<file path="src/rtl/dby_pkg.sv">
package dby_pkg;
  typedef enum logic [1:0] {
    ST_IDLE  = 2'd0,
    ST_REQ   = 2'd1,
    ST_HOLD  = 2'd2,
    ST_YIELD = 2'd3
  } own_state_t;

  localparam logic RESET_MODE_SNOOP = 1'b0;
endpackage

</file>
<file path="src/rtl/dby_mode_latch.sv">
module dby_mode_latch
  import dby_pkg::*;
(
  input  logic clk,
  input  logic rst_n,
  input  logic chan_idle,
  input  logic cfg_snoop,
  output logic mode_snoop
);
  always_ff @(posedge clk or negedge rst_n) begin
    if (!rst_n)         mode_snoop <= RESET_MODE_SNOOP;
    else if (chan_idle) mode_snoop <= cfg_snoop;
  end


  mode_frozen_chk: assert property (@(posedge clk) disable iff (!rst_n)
    !chan_idle |=> $stable(mode_snoop));
endmodule

</file>
<file path="src/rtl/dby_yield_gate.sv">
module dby_yield_gate (
  input  logic mode_snoop,
  input  logic yield_en,
  input  logic core_yield_req,
  input  logic eng_busy,
  input  logic owning,
  output logic take_yield
);
  logic grant_style;
  always_comb begin
    grant_style = !mode_snoop;
    take_yield  = owning && grant_style && yield_en && core_yield_req && !eng_busy;
  end
endmodule

</file>
<file path="src/rtl/dby_own_fsm.sv">
module dby_own_fsm
  import dby_pkg::*;
(
  input  logic       clk,
  input  logic       rst_n,
  input  logic       work_pending,
  input  logic       bus_grant,
  input  logic       eng_busy,
  input  logic       core_yield_req,
  input  logic       take_yield,
  output own_state_t state,
  output logic       chan_idle,
  output logic       owning
);
  own_state_t nxt;
  logic done_now;

  always_comb begin
    done_now = !work_pending && !eng_busy;
    nxt = state;
    unique case (state)
      ST_IDLE:  if (work_pending) nxt = ST_REQ;
      ST_REQ:   if (bus_grant) nxt = ST_HOLD;
      ST_HOLD: begin
        if (done_now)        nxt = ST_IDLE;
        else if (take_yield) nxt = ST_YIELD;
      end
      ST_YIELD: if (!core_yield_req) nxt = work_pending ? ST_REQ : ST_IDLE;
      default:  nxt = ST_IDLE;
    endcase
  end

  always_ff @(posedge clk or negedge rst_n) begin
    if (!rst_n) state <= ST_IDLE;
    else        state <= nxt;
  end

  always_comb begin
    chan_idle = (state == ST_IDLE);
    owning    = (state == ST_HOLD);
  end


  yield_taken_chk: assert property (@(posedge clk) disable iff (!rst_n)
    (owning && take_yield && (work_pending || eng_busy)) |=> (state == ST_YIELD));

  hold_kept_chk: assert property (@(posedge clk) disable iff (!rst_n)
    (owning && !take_yield && (work_pending || eng_busy)) |=> owning);

  yield_held_chk: assert property (@(posedge clk) disable iff (!rst_n)
    (state == ST_YIELD && core_yield_req) |=> (state == ST_YIELD));

  finish_first_chk: assert property (@(posedge clk) disable iff (!rst_n)
    (owning && !work_pending && !eng_busy) |=> chan_idle);
endmodule

</file>
<file path="src/rtl/dma_bus_yield.sv">
module dma_bus_yield
  import dby_pkg::*;
(
  input  logic clk,
  input  logic rst_n,
  input  logic cfg_snoop,
  input  logic yield_en,
  input  logic work_pending,
  input  logic bus_grant,
  input  logic core_yield_req,
  input  logic eng_busy,
  output logic bus_req,
  output logic req_is_snoop,
  output logic snoop_path_en,
  output logic holding,
  output logic pause
);
  own_state_t state;
  logic chan_idle, owning, mode_snoop, take_yield;

  dby_mode_latch u_mode (
    .clk(clk), .rst_n(rst_n), .chan_idle(chan_idle),
    .cfg_snoop(cfg_snoop), .mode_snoop(mode_snoop)
  );

  dby_yield_gate u_gate (
    .mode_snoop(mode_snoop), .yield_en(yield_en), .core_yield_req(core_yield_req),
    .eng_busy(eng_busy), .owning(owning), .take_yield(take_yield)
  );

  dby_own_fsm u_fsm (
    .clk(clk), .rst_n(rst_n), .work_pending(work_pending), .bus_grant(bus_grant),
    .eng_busy(eng_busy), .core_yield_req(core_yield_req), .take_yield(take_yield),
    .state(state), .chan_idle(chan_idle), .owning(owning)
  );

  always_comb begin
    bus_req       = (state == ST_REQ) || (state == ST_HOLD);
    holding       = owning;
    pause         = (state == ST_YIELD);
    req_is_snoop  = mode_snoop;
    snoop_path_en = mode_snoop && bus_req;
  end


  pause_req_excl_chk: assert property (@(posedge clk) disable iff (!rst_n)
    !(pause && bus_req));

  hold_has_req_chk: assert property (@(posedge clk) disable iff (!rst_n)
    holding |-> bus_req);

  snoop_no_yield_chk: assert property (@(posedge clk) disable iff (!rst_n)
    (holding && req_is_snoop) |=> !pause);
endmodule

</file>
<file path="config.mk">
export PLATFORM = sky130hd
export DESIGN_NAME = dma_bus_yield
export DESIGN_NICKNAME = d
export VERILOG_FILES = /design/src/rtl/dby_pkg.sv /design/src/rtl/dby_mode_latch.sv /design/src/rtl/dby_yield_gate.sv /design/src/rtl/dby_own_fsm.sv /design/src/rtl/dma_bus_yield.sv
export SDC_FILE = /design/constraint.sdc
export NUM_CORES = 1
export LEC_CHECK = 0
export ABC_CLOCK_PERIOD_IN_PS = 2500
export BUFFER_PORTS_ARGS = -buffer_cell sky130_fd_sc_hd__buf_4
export CAP_MARGIN = 20
export CORE_AREA = 5 5 42 44
export DETAILED_ROUTE_END_ITERATION = 8
export DIE_AREA = 0 0 47 49
export PLACE_DENSITY = 0.42
export SLEW_MARGIN = 40
export SYNTH_ARGS = -nofsm -noshare
export SYNTH_HDL_FRONTEND = slang
export SYNTH_SLANG_ARGS = --single-unit
</file>
<file path="constraint.sdc">
create_clock -name clk -period 2.5 [get_ports clk]
set_input_delay 0.25 -clock clk [delete_from_list [all_inputs] [get_ports clk]]
set_output_delay 0.25 -clock clk [all_outputs]
set_load 0.05 [all_outputs]
</file>
==> results.tsv <==
stage	metric	value	unit
sta	rsz0062_at_grt	no	
critical_path	crit_fanout	5	
sta	fin_tns_setup	0	ps
layout	layout.area.seq	75.1	µm²
place	io_buffer_count	12	
detailed_routing	firstDrtPassIters	4	
hold_path	hold_path_class	in2reg	
clock_network	cts.sink_count	3	
synth	synth-seq-cells	3	
clock_network	cts_tree	done	
clock_network	clk_pin_slew	30	ps
sta	drv_slew	0	
synth	yosysSeqAreaShare	30.3	%
detailed_routing	vias	225	
floorplan	die_w	47	µm
detailed_routing	drtIter0Drc	1	
sta	fin_hold_ws	255	ps
floorplan	design.core.area	1400	µm²
synth	syn_area_per_cell	9.91	µm²
layout	final_nets	56	
critical_path	path_class	reg2reg	
floorplan	pin_count	13	
job	max_cap_viol_count	0	
sta	period_minus_slack	1640	ps
sta	fmax	611	MHz
place	dp.cells	53	
layout	instances_no_fill	58	
synth	postSynthCellCount	25	
floorplan	initial_utilization	17.7	%
global_routing	grtUsageTotal	5.93	%
clock_network	cts_root_buf	clkbuf_4	
critical_path	worst_setup_path_end_kind	flip-flop	
detailed_routing	routed_wl	560	µm
clock_network	htree_num_levels	1	
synth	syn_nets	38	
layout	n_antenna_cell	0	
sta	period_share	65.5	%
synth	ys_warn_count	0	
detailed_routing	ant_nets	0	
place	dpl.hpwl	469	µm
floorplan	row_count	14	
sta	skew	0.599	ps
status	status	complete, no violations	
clock_network	numCtsBuffers	3	
clock_network	post_cts_resized	0	
sta	report.final.hold_viol_count	0	
sta	setup_violations	0	
layout	fill_cells	164	
global_routing	antenna_found_initial	0	
critical_path	r2r_slack	860	ps
detailed_routing	drc	0	
clock_network	cts_setup_buffers	0	
place	gp_congestion	0.817	
global_routing	grt_max_degree	6	
clock_network	insertion_delay	230	ps
synth	synth_area	248	µm²
layout	area_growth	59.1	%
sta	worst_slew_pin_slew	157	ps
global_routing	grt_pass1_wl	972	µm
critical_path	critPathArrivalTime	1750	ps
layout	drive_gt1_share	45.2	%
synth	synth_cell_types	14	
floorplan	die_h	49	µm
detailed_routing	viasPerCell	3.88	
critical_path	start_kind	flip-flop	
global_routing	grt_pass1_vias	259	
global_routing	grt-ovfl-total	0	
layout	multi_input_area	161	µm²
detailed_routing	wl_per_cell	9.66	µm
floorplan	die-area	2300	µm²
clock_network	cts_buffer_depth	2	
critical_path	required	2610	ps
sta	timing.max_slew.rel_slack	89.4	%
per-layer routing:
| metal | global-route usage, % | vias to the layer above | wire length (µm) |
|---|---|---|---|
| li1 | - | 119 | - |
| met1 | 6.86 | 93 | 245 |
| met2 | 8.37 | 13 | 232 |
| met3 | 1.48 | 0 | 82 |
| met4 | 5.53 | 0 | 0 |
| met5 | 0 | - | 0 |
worst paths after layout:
path,from,end,depth (start not counted)
worst max-delay path,u_fsm.state[0]$_DFFE_PN0P_,u_fsm.state[0]$_DFFE_PN0P_,6
worst min-delay path,cfg_snoop,u_mode.mode_snoop$_DFFE_PN0N_,2
worst max register to register,u_fsm.state[0]$_DFFE_PN0P_,u_fsm.state[0]$_DFFE_PN0P_,6
worst min register to register,u_mode.mode_snoop$_DFFE_PN0N_,u_mode.mode_snoop$_DFFE_PN0N_,1
max in group asynchronous,rst_n,u_fsm.state[0]$_DFFE_PN0P_,2
min in group asynchronous,rst_n,u_fsm.state[1]$_DFFE_PN0P_,2
synthesized netlist by cell type:
| master | number | area [µm²] |
|---|---|---|
| inv_1 | 3 | 11.3 |
| o21ai_2 | 1 | 8.76 |
| o211a_1 | 1 | 10.0 |
| dfrtp_1 | 3 | 75.1 |
| nand2_1 | 3 | 11.3 |
| and2_1 | 1 | 6.26 |
| mux2_4 | 1 | 15.0 |
| nor2b_1 | 1 | 6.26 |
| mux2_2 | 1 | 11.3 |
| nor3_1 | 1 | 5.00 |
| a21oi_1 | 2 | 10.0 |
| a31o_2 | 1 | 8.76 |
| a31oi_1 | 1 | 6.26 |
| ha_1 | 5 | 62.6 |
logic make-up after synthesis:
kind of cell / count (synthesis) / synth area share [%]
flip-flops: 3 / 30.3
multiplexers: 2 / 10.6
adder cells (fa/ha/maj): 5 / 25.3
buffers and inverters: 3 / 4.55
AND/OR/NAND/NOR: 6 / 11.6
AO/OA/AOI/OAI: 6 / 17.7
sequential cells by signal (all words and copies together) (netlist names):
register           cells
u_fsm.state            2
u_mode.mode_snoop      1
worst max-delay path: stages (launching register included):
cell	delay [ps]
dfrtp_1	400
inv_1	100
ha_1	220
nor2b_1	130
a21oi_1	150
o211a_1	200
mux2_4	300
cell type report:
type	instances	area share, %
Sequential cell	3	19.0
Multi-Input combinational cell	19	41.0
Tap cell	16	5.08
Clock buffer	4	6.67
Inverter	3	2.86
Timing Repair Buffer	13	25.4
metrics by stage:
step / area [µm²] / setup slack [ps] / utilization, %
global placement: 358 / 869 / 25.5
global route: 394 / 758 / 28.1
finish: 394 / 864 / 28.1
CTS: 394 / 854 / 28.1
floorplan: 248 / 710 / -
detailed placement: 358 / 863 / 25.5
repair_timing:
action,4_1_cts,5_1_grt
hold buffers,1,0
endpoints found under the hold margin,3,0
endpoints found under the setup margin,0,0
placed cells by master, fill, tap and decap left out:
master         count
a21oi_1            2
dlygate4sd3_1      1
o21ai_2            1
mux2_4             1
ha_1               5
dfrtp_1            3
nor2b_1            1
a31o_2             1
inv_1              3
mux2_2             1
o211a_1            1
a31oi_1            1
nand2_1            3
clkbuf_4           3
nor3_1             1
buf_4             12
clkbuf_1           1
and2_1             1
Power is left out: the tool's default activity adds up to more than one toggle a clock period on the data nets, which glitch-free logic cannot reach.
